==> src/rtl/vsw_pkg.sv <==
package vsw_pkg;
  typedef enum logic [1:0] {
    M_IDLE = 2'd0,
    M_TX   = 2'd1,
    M_RX   = 2'd2,
    M_CHG  = 2'd3
  } vsw_mode_e;
endpackage

==> src/rtl/vsw_mode_decide.sv <==
module vsw_mode_decide
  import vsw_pkg::*;
(
  input  logic      clk_i,
  input  logic      rst_ni,
  input  logic      cmp_a_tx_i,
  input  logic      cmp_b_tx_i,
  input  logic      tx_speech_i,
  input  logic      rx_speech_i,
  input  logic      dial_tone_i,
  input  logic      four_point_i,
  output vsw_mode_e mode_q_o,
  output logic      switch_o
);
  vsw_mode_e mode_d, mode_q;
  logic agree_tx, agree_rx, any_speech;

  assign agree_tx   = cmp_a_tx_i & cmp_b_tx_i;
  assign agree_rx   = ~cmp_a_tx_i & ~cmp_b_tx_i;
  assign any_speech = tx_speech_i | rx_speech_i;

  always_comb begin
    if (!four_point_i) begin
      mode_d = cmp_a_tx_i ? M_TX : M_RX;
    end else if (agree_tx) begin
      mode_d = tx_speech_i ? M_TX : M_IDLE;
    end else if (agree_rx) begin
      // dial tone keeps receive from decaying to idle
      mode_d = (rx_speech_i | dial_tone_i) ? M_RX : M_IDLE;
    end else begin
      mode_d = any_speech ? M_CHG : M_IDLE;
    end
  end

  always_ff @(posedge clk_i or negedge rst_ni) begin
    if (!rst_ni) mode_q <= M_IDLE;
    else         mode_q <= mode_d;
  end

  assign mode_q_o = mode_q;
  assign switch_o = (mode_d != mode_q);
endmodule

==> src/rtl/vsw_step_timer.sv <==
module vsw_step_timer #(
  parameter int unsigned FAST_DIV = 117,
  parameter int unsigned SLOW_DIV = 5859
) (
  input  logic clk_i,
  input  logic rst_ni,
  input  logic restart_i,
  input  logic slow_i,
  output logic step_o
);
  localparam int unsigned MAX_DIV = (SLOW_DIV > FAST_DIV) ? SLOW_DIV : FAST_DIV;
  localparam int unsigned CNT_W   = (MAX_DIV > 1) ? $clog2(MAX_DIV) : 1;
  localparam logic [CNT_W-1:0] FAST_LAST = CNT_W'(FAST_DIV - 1);
  localparam logic [CNT_W-1:0] SLOW_LAST = CNT_W'(SLOW_DIV - 1);

  logic [CNT_W-1:0] cnt_q, last;

  assign last   = slow_i ? SLOW_LAST : FAST_LAST;
  assign step_o = (cnt_q == last);

  always_ff @(posedge clk_i or negedge rst_ni) begin
    if (!rst_ni)                  cnt_q <= '0;
    else if (restart_i || step_o) cnt_q <= '0;
    else                          cnt_q <= cnt_q + 1'b1;
  end
endmodule

==> src/rtl/vsw_ramp.sv <==
module vsw_ramp
  import vsw_pkg::*;
#(
  parameter int unsigned RAMP_W = 8
) (
  input  logic                     clk_i,
  input  logic                     rst_ni,
  input  vsw_mode_e                mode_i,
  input  logic                     hold_i,
  input  logic                     step_i,
  output logic signed [RAMP_W-1:0] ramp_o
);
  localparam logic signed [RAMP_W-1:0] NEG_END = {1'b1, {(RAMP_W-1){1'b0}}};
  localparam logic signed [RAMP_W-1:0] POS_END = {1'b0, {(RAMP_W-1){1'b1}}};
  localparam logic signed [RAMP_W-1:0] ONE     = RAMP_W'(1);

  logic signed [RAMP_W-1:0] ramp_q, target;

  always_comb begin
    unique case (mode_i)
      M_TX:    target = NEG_END;
      M_RX:    target = POS_END;
      default: target = '0;
    endcase
  end

  always_ff @(posedge clk_i or negedge rst_ni) begin
    if (!rst_ni) begin
      ramp_q <= '0;
    end else if (step_i && !hold_i) begin
      if (ramp_q > target)      ramp_q <= ramp_q - ONE;
      else if (ramp_q < target) ramp_q <= ramp_q + ONE;
    end
  end

  assign ramp_o = ramp_q;
endmodule

==> src/rtl/vsw_att_map.sv <==
module vsw_att_map #(
  parameter int unsigned RAMP_W = 8,
  localparam int unsigned ATT_W = RAMP_W - 1
) (
  input  logic signed [RAMP_W-1:0] ramp_i,
  output logic [ATT_W-1:0]         tx_att_o,
  output logic [ATT_W-1:0]         rx_att_o
);
  logic [RAMP_W-1:0] offs;

  // offset binary: ramp + 2^(RAMP_W-1)
  assign offs     = {~ramp_i[RAMP_W-1], ramp_i[RAMP_W-2:0]};
  assign tx_att_o = offs[RAMP_W-1:1];
  // (max - ramp) is the complement of the offset value
  assign rx_att_o = ~offs[RAMP_W-1:1];
endmodule

==> src/rtl/vsw_ctrl.sv <==
module vsw_ctrl
  import vsw_pkg::*;
#(
  parameter int unsigned RAMP_W   = 8,
  parameter int unsigned FAST_DIV = 117,
  parameter int unsigned SLOW_DIV = 5859,
  localparam int unsigned ATT_W   = RAMP_W - 1
) (
  input  logic                     clk_i,
  input  logic                     rst_ni,
  input  logic                     cmp_a_tx_i,
  input  logic                     cmp_b_tx_i,
  input  logic                     tx_speech_i,
  input  logic                     rx_speech_i,
  input  logic                     dial_tone_i,
  input  logic                     four_point_i,
  output logic [1:0]               mode_o,
  output logic signed [RAMP_W-1:0] ramp_o,
  output logic [ATT_W-1:0]         tx_att_o,
  output logic [ATT_W-1:0]         rx_att_o
);
  vsw_mode_e mode_q;
  logic      mode_switch, step;

  vsw_mode_decide u_decide (
    .clk_i       (clk_i),
    .rst_ni      (rst_ni),
    .cmp_a_tx_i  (cmp_a_tx_i),
    .cmp_b_tx_i  (cmp_b_tx_i),
    .tx_speech_i (tx_speech_i),
    .rx_speech_i (rx_speech_i),
    .dial_tone_i (dial_tone_i),
    .four_point_i(four_point_i),
    .mode_q_o    (mode_q),
    .switch_o    (mode_switch)
  );

  vsw_step_timer #(
    .FAST_DIV(FAST_DIV),
    .SLOW_DIV(SLOW_DIV)
  ) u_timer (
    .clk_i    (clk_i),
    .rst_ni   (rst_ni),
    .restart_i(mode_switch),
    .slow_i   (mode_q == M_IDLE),
    .step_o   (step)
  );

  vsw_ramp #(.RAMP_W(RAMP_W)) u_ramp (
    .clk_i (clk_i),
    .rst_ni(rst_ni),
    .mode_i(mode_q),
    .hold_i(mode_switch),
    .step_i(step),
    .ramp_o(ramp_o)
  );

  vsw_att_map #(.RAMP_W(RAMP_W)) u_map (
    .ramp_i  (ramp_o),
    .tx_att_o(tx_att_o),
    .rx_att_o(rx_att_o)
  );

  assign mode_o = mode_q;
endmodule

==> config.mk <==
export PLATFORM = sky130hd
export DESIGN_NAME = vsw_ctrl
export DESIGN_NICKNAME = d
export VERILOG_FILES = /design/src/rtl/vsw_pkg.sv /design/src/rtl/vsw_mode_decide.sv /design/src/rtl/vsw_step_timer.sv /design/src/rtl/vsw_ramp.sv /design/src/rtl/vsw_att_map.sv /design/src/rtl/vsw_ctrl.sv
export SDC_FILE = /design/constraint.sdc
export NUM_CORES = 1
export LEC_CHECK = 0
export BUFFER_PORTS_ARGS = -buffer_cell sky130_fd_sc_hd__buf_2
export CORE_ASPECT_RATIO = 1.4
export CORE_MARGIN = 3
export CORE_UTILIZATION = 50
export DETAILED_ROUTE_END_ITERATION = 12
export PLACE_DENSITY = 0.74
export SLEW_MARGIN = 10
export SYNTH_ARGS = -nofsm -noshare
export SYNTH_HDL_FRONTEND = slang
export SYNTH_SLANG_ARGS = --single-unit
==> constraint.sdc <==
create_clock -name clk_i -period 4.5 [get_ports clk_i]
set_input_delay 0.45 -clock clk_i [delete_from_list [all_inputs] [get_ports clk_i]]
set_output_delay 0.45 -clock clk_i [all_outputs]
set_load 0.03 [all_outputs]
==> impl_results.md, run 1 <==
- Flops & latches, synth: 23
- Syn Nets: 196
- Register area: 575.6 sq um
- EDFF count, synth: 0
- Remaining DRCs: 0
- Worst-margin pin slew: 0.5030 ns
- Top FF cell, synth: dfrtp_1
- # hold bufs at CTS: 0
- Synth Warn #: 0
- Clock Path Buffers: 2
- Post-Synthesis Cells: 172
- H-tree Lvls: 1
- Antenna cells: 0
- Syn Std Cell Area: 1617 sq um
- Gr busiest metal: met2
- Die Ht: 73.28 um
- FF-to-FF path depth: 14
- CTS clk-pin slew, worst paths: 0.08 ns
- Mux share of post-synthesis cell area: 0.04025
- Area growth from synthesis to layout: 10.99%
- Global-route wire length before repair: 5796 um
- Critical Path RT: 4.64 ns
- M3 GR Usage: 0.02434
- Via Count: 1290
- Critical path launch point type: flop
- Pins Over Slew Limit: 0
- Total grt overflow: 0
- Nets: 223
- Fraction of layout instances using a drive strength above 1: 0.1869
- Initial antenna violation count: 0
- Hold WC Path Type: primary input to asynchronous set/reset pin
- Post-CTS setup buffer count: 0
- Area leader, netlist: dfrtp_1
- Final Hold Fails: 0
- Final worst path period need: 3.606 ns
- Largest net degree at the start of global routing: 24
- Mapped Avg Cell Area: 9.399 sq um
- Clk sink count: 23
- Synth Area in XOR/XNOR: 0.1029
- Status: finished, final reports clean
- Synth Area in Compound Gates: 0.1029
- GR Util met2: 0.3962
- Synth top area share: 0.3560
- Per-cell routed wire length: 14.57 um
- Dominant cells by area after synthesis: dfrtp_1 36%, ha_1 12%, xnor2_1 6.5%, nor2_1 5.3%, inv_1 3.9%
- Worst setup EP type: flop
- Cell variety after synth: 37
- Setup TNS: 0 ns
- Port buffer count: 31
- Die W: 54.06 um
- Worst Setup Path Type: flop to flop
- Root Driver: clkbuf_8
- Multi-input gate area: 908.4 sq um
- CTS tree: yes
- Initial core utilization: 0.5454
- Simple-gate share of the synthesized area: 0.1873
- Clock Skew: 0.001580 ns
- P per Cell Area: 251.5 nW/um^2
- Core Box Area: 2964 sq um
- Die ar.: 3961 sq um
- RSZ-0062 raised after global routing: no
- Ys async rst share: 1.000
- Iter 0 DRT Violations: 30
- Setup-failing EPs final: 0
- Synth Area in Adders: 0.1285
- Ports: 32
- Maximum vdd drop: 0.1874 mV
- Layout Cells excl Fill: 235
- Post-detail-place hpwl: 2788 um
- Site Rows: 23
- Vias/cell: 5.489
- Routed WL: 3423 um
- Leak Pwr: 0.8786 nW
- Fmax: 0.2773 GHz
- Seq/Total Area, Yosys: 0.3560
- Cts repair resizes: 0
- Crit path max fanout: 7
- GRT Resource Usage Total: 0.1996
- Vias in the first global route: 1321
- Largest family of logic cells by synthesized area: simple AND/OR/NAND/NOR gates
- Slew margin rel.: 0.6637
- Post-route ant nets: 0
- Worst-skew pair later-pin latency: 0.26 ns
- Final GP Congestion: 0.8134
- Maxcap violations: 0
- Dpl cells: 231
- Fin Hold WS: 0.1457 ns
- Met1 Usage GRT: 0.2018
- Iteration count of the initial detailed-routing pass: 5
- Fillcell total: 264
- Period utilization: 0.8013
- CTS buffer count: 3
- Crit path arrival time: 3.74 ns
==> placed cells by master (no fill, tap or decap), types with 5 or more instances in the layout <==
cell type / instances
nor2_1: 23
buf_2: 31
xnor2_1: 12
mux2i_1: 5
nand2_1: 5
inv_1: 17
a21oi_1: 6
dfrtp_1: 23
ha_1: 15
nand3_1: 11
xor2_1: 7
==> cell families (layout without fill, tap and decap cells) <==
group / count (synthesis) / count (layout)
buffers and inverters: 26 / 52
multiplexers: 6 / 6
adder cells (fa/ha/maj): 16 / 16
XOR/XNOR: 19 / 19
flip-flops: 23 / 23
AND/OR/NAND/NOR: 59 / 59
AO/OA/AOI/OAI: 23 / 23
==> worst max-delay path, cell delays in order (launching register included) <==
cell	delay, ns
dfrtp_1	0.44
nand2b_1	0.28
ha_1	0.34
a21o_1	0.18
a2111oi_0	0.41
a32oi_1	0.25
nand2_1	0.15
inv_1	0.12
ha_1	0.34
nor2b_1	0.17
nor3_1	0.24
o21bai_1	0.15
a21oi_1	0.19
xor2_1	0.15
mux2i_1	0.08
==> synthesized netlist by cell type (2+ instances only) <==
cell / n
ha_1: 15
o211ai_1: 2
a21o_1: 4
nand3_1: 11
buf_4: 7
nand2b_1: 3
and3_1: 3
xnor2_1: 12
o21bai_1: 2
xor2_1: 7
o21ai_0: 2
nor2_1: 23
nor2b_1: 3
mux2i_1: 5
a21oi_1: 6
nand4_1: 4
nand2_1: 5
inv_1: 17
dfrtp_1: 23
==> metal layers <==
metal	share of wire	routed length, um
met5	0	0
met4	0.018	61
met3	0.029	100
met2	0.58	1983
met1	0.37	1278
==> registers in the layout, summed over array words and instances, names as in the netlist <==
signal             flops
u_decide.mode_q_o      2
u_timer.cnt_q         13
u_ramp.ramp_o          8
==> area by class of cell <==
| class | instances | area share |
|---|---|---|
| multi-input cells | 123 | 0.5063 |
| repair buffers | 31 | 0.08647 |
| flip-flops and latches | 23 | 0.3208 |
| inverters | 17 | 0.03556 |
| clock buffers | 4 | 0.02510 |
| well taps | 37 | 0.02580 |
==> power breakdown <==
group          switching, mW  internal (mW)  total [mW]
registers            0.00660          0.211       0.217
logic                 0.0639         0.0429       0.107
clock network         0.0639         0.0632       0.127
total                  0.134          0.317       0.451
==> worst paths after layout <==
check	start	end	slack, ns
max in group asynchronous	rst_ni	u_timer.cnt_q[4]$_DFF_PN0_	4.01
min reg2reg	u_timer.cnt_q[0]$_DFF_PN0_	u_timer.cnt_q[0]$_DFF_PN0_	0.53
max	u_decide.mode_q_o[0]$_DFF_PN0_	u_ramp.ramp_o[6]$_DFFE_PN0P_	0.89
min	rst_ni	u_ramp.ramp_o[6]$_DFFE_PN0P_	0.15
min in group clk_i	cmp_a_tx_i	u_decide.mode_q_o[1]$_DFF_PN0_	0.49
max reg2reg	u_decide.mode_q_o[0]$_DFF_PN0_	u_ramp.ramp_o[6]$_DFFE_PN0P_	0.89
==> per-stage QoR <==
step | cell area [sq um] | power [mW] | setup slack, ns | utilization
after floorplan | 1617 | 0.2993 | 1.140 | -
after global placement | 1749 | 0.3203 | 1.145 | 0.5901
after CTS | 1794 | 0.4549 | 0.9112 | 0.6053
after detailed placement | 1749 | 0.3279 | 0.9197 | 0.5901
final | 1794 | 0.4513 | 0.8942 | 0.6053
after global routing | 1794 | 0.4797 | 0.5557 | 0.6053
Power figures use the tool's default switching activity.
==> run 2: changes to the inputs <==
Clock period 4.5 ns to 3.45 ns, I/O delays scaled along.
==> run 2 against run 1 <==
Compared with the run above:
- clock power is 34% higher
- clock-buffer cell count stayed put
- via count is 4.3% higher
- die area stayed put
- core utilization is 3.0 points higher
- fmax is 12% higher
==> impl_results.md, run 2 (synthesized netlist as in run 1, its figures left out) <==
- Status: finished, final reports clean
- Critical path launch point type: flop
- CTS clk-pin slew, worst paths: 0.08 ns (about the same)
- Die ar.: 3961 sq um (unchanged)
- Most frequent cells in the layout: 31 x buf_2, 23 x nor2_1, 22 x dfrtp_1
- Maximum vdd drop: 0.2844 mV (+52%)
- Port buffer count: 31 (unchanged)
- Max reg flops: 13 (unchanged)
- Largest stage delay, worst path: 0.44 ns (about the same)
- Post-route ant nets: 0 (unchanged)
- Worst-margin pin slew: 0.5235 ns (+0.02046 ns)
- Die Ht: 73.28 um (unchanged)
- Crit path max fanout: 6 (-1)
- Fmax: 0.3102 GHz (+12%)
- Setup-failing EPs final: 0 (unchanged)
- Worst setup margin: 0.2263 ns (-0.6679 ns)
- Post-detail-place hpwl: 2966 um (+6.4%)
- Clock Skew: 0.001307 ns (-0.0002732 ns)
- Leak Pwr: 0.9013 nW (+2.6%)
- Initial antenna violation count: 0 (unchanged)
- Remaining DRCs: 0 (unchanged)
- Final Hold Fails: 0 (unchanged)
- CTS buffer count: 3 (unchanged)
- Critical Path RT: 3.65 ns (-0.99 ns)
- Vias in the first global route: 1387 (+5.0%)
- Total grt overflow: 0 (unchanged)
- RSZ-0062 raised after global routing: no
- Register area: 576.8 sq um (+0.22%)
- # hold bufs at CTS: 0 (unchanged)
- Area growth from synthesis to layout: 16.56%
- Period utilization: 0.9344 (+0.1331)
- Clk sink count: 23 (unchanged)
- Final GP Congestion: 0.8552 (+5.1%)
- Fillcell total: 254 (-3.8%)
- Antenna cells: 0 (unchanged)
- P per Cell Area: 327.6 nW/um^2 (+30%)
- Pins Over Slew Limit: 0 (unchanged)
- Per-cell routed wire length: 15.94 um (+9.4%)
- Site Rows: 23 (unchanged)
- CTS tree: yes
- Root Driver: clkbuf_8
- Clock Path Buffers: 2 (unchanged)
- Via Count: 1346 (+4.3%)
- H-tree Lvls: 1 (unchanged)
- Vias/cell: 5.608 (+2.2%)
- Worst-skew pair later-pin latency: 0.27 ns (about the same)
- Iter 0 DRT Violations: 34 (+13%)
- Ports: 32 (unchanged)
- Maxcap violations: 0 (unchanged)
- CP Cell Sequence: nand2b_1 -> ha_1 -> a21o_1 -> a2111oi_2 -> a32oi_1 -> nand2_1 -> inv_4 -> ha_4 -> nand3_1 -> o211ai_1 -> nand3_1 -> a21o_1 -> a21oi_1 -> xnor2_1
- Largest net degree at the start of global routing: 24 (unchanged)
- Fraction of layout instances using a drive strength above 1: 0.2414 (+0.05451)
- Crit path arrival time: 3.42 ns (-0.32 ns)
- Iteration count of the initial detailed-routing pass: 4 (-1)
- Final worst path period need: 3.224 ns (-0.3821 ns)
- Top reg by flops: u_timer.cnt_q
- Multi-input gate area: 957.2 sq um (+5.4%)
- Worst setup EP type: flop
- Global-route wire length before repair: 6161 um (+6.3%)
- Fin util: 0.6357 (+0.03039)
- Hold WC Path Type: primary input to asynchronous set/reset pin
- Initial core utilization: 0.5454 (unchanged)
- GRT Resource Usage Total: 0.2124 (+0.01282)
- Slew margin rel.: 0.6510 (-0.01270)
- Place WS: -0.04141 ns (-0.9611 ns)
- Core Box Area: 2964 sq um (unchanged)
- Nets: 228 (+2.2%)
- Routed WL: 3826 um (+12%)
- Crit-path slowest cell: dfrtp_2
- Most common cell after layout, fill and taps aside: buf_2
- Die W: 54.06 um (unchanged)
- Worst Setup Path Type: flop to flop
[run 2: power breakdown]
group / switching (mW) / internal, mW
combinational: 0.0924 / 0.0715
clock: 0.0875 / 0.0826
sequential: 0.00811 / 0.275
total: 0.188 / 0.429
[run 2: final timing paths]
path,start,to,slack (ns),depth (start not counted)
worst max-delay path,u_decide.mode_q_o[0]$_DFF_PN0_,u_ramp.ramp_o[7]$_DFFE_PN0P_,0.23,14
max in group asynchronous,rst_ni,u_decide.mode_q_o[0]$_DFF_PN0_,3.03,1
worst max register to register,u_decide.mode_q_o[0]$_DFF_PN0_,u_ramp.ramp_o[7]$_DFFE_PN0P_,0.23,14
min in group clk_i,cmp_a_tx_i,u_decide.mode_q_o[1]$_DFF_PN0_,0.40,2
worst min-delay path,rst_ni,u_ramp.ramp_o[4]$_DFFE_PN0P_,0.04,1
worst min register to register,u_timer.cnt_q[0]$_DFF_PN0_,u_timer.cnt_q[0]$_DFF_PN0_,0.51,1
[run 2: routing by layer]
metal,routed length [um],track usage,up-vias,part of all wire
met5,0,0,-,0
met4,59,0.09141,0,0.015
met3,110,0.02637,5,0.029
met2,2252,0.4137,31,0.59
met1,1404,0.2124,662,0.37
li1,-,-,648,-
[run 2: cell type report]
cell class                      count  share of cell area
Multi-Input combinational cell    123              0.5080
Sequential cell                    23              0.3061
Timing Repair Buffer               36              0.1023
Inverter                           17             0.03519
Tap cell                           37             0.02457
Clock buffer                        4             0.02390
[run 2: critical path: cells and delay by family, from the launching register on]
family                     cells  cell delay [ns]
buffers and inverters          1             0.09
DFF                            1             0.44
xor gates and xnor gates       1             0.13
adders and majority gates      2             0.60
and+or+nand+nor                4             0.58
AOI/OAI and AO/OA              6             1.31
[run 2: through the flow]
| stage | std cells | area (sq um) | hold WS (ns) | total power [mW] | TNS, ns |
|---|---|---|---|---|---|
| detailed placement | 234 | 1772 | 0.3489 | 0.4307 | -0.05206 |
| global route | 240 | 1884 | 0.06289 | 0.6554 | 0 |
| global placement | 234 | 1772 | 0.3431 | 0.4188 | 0 |
| finish | 240 | 1884 | 0.04116 | 0.6173 | 0 |
| floorplan | 172 | 1617 | 0.04941 | 0.3904 | 0 |
| CTS | 239 | 1824 | 0.05845 | 0.5983 | 0 |
[run 2: what timing repair did]
action / in CTS / in global routing
buffers inserted: 1 / 1
endpoints found under the setup margin: 2 / 2
gates resized for setup: 0 / 9
pin swaps: 1 / 2
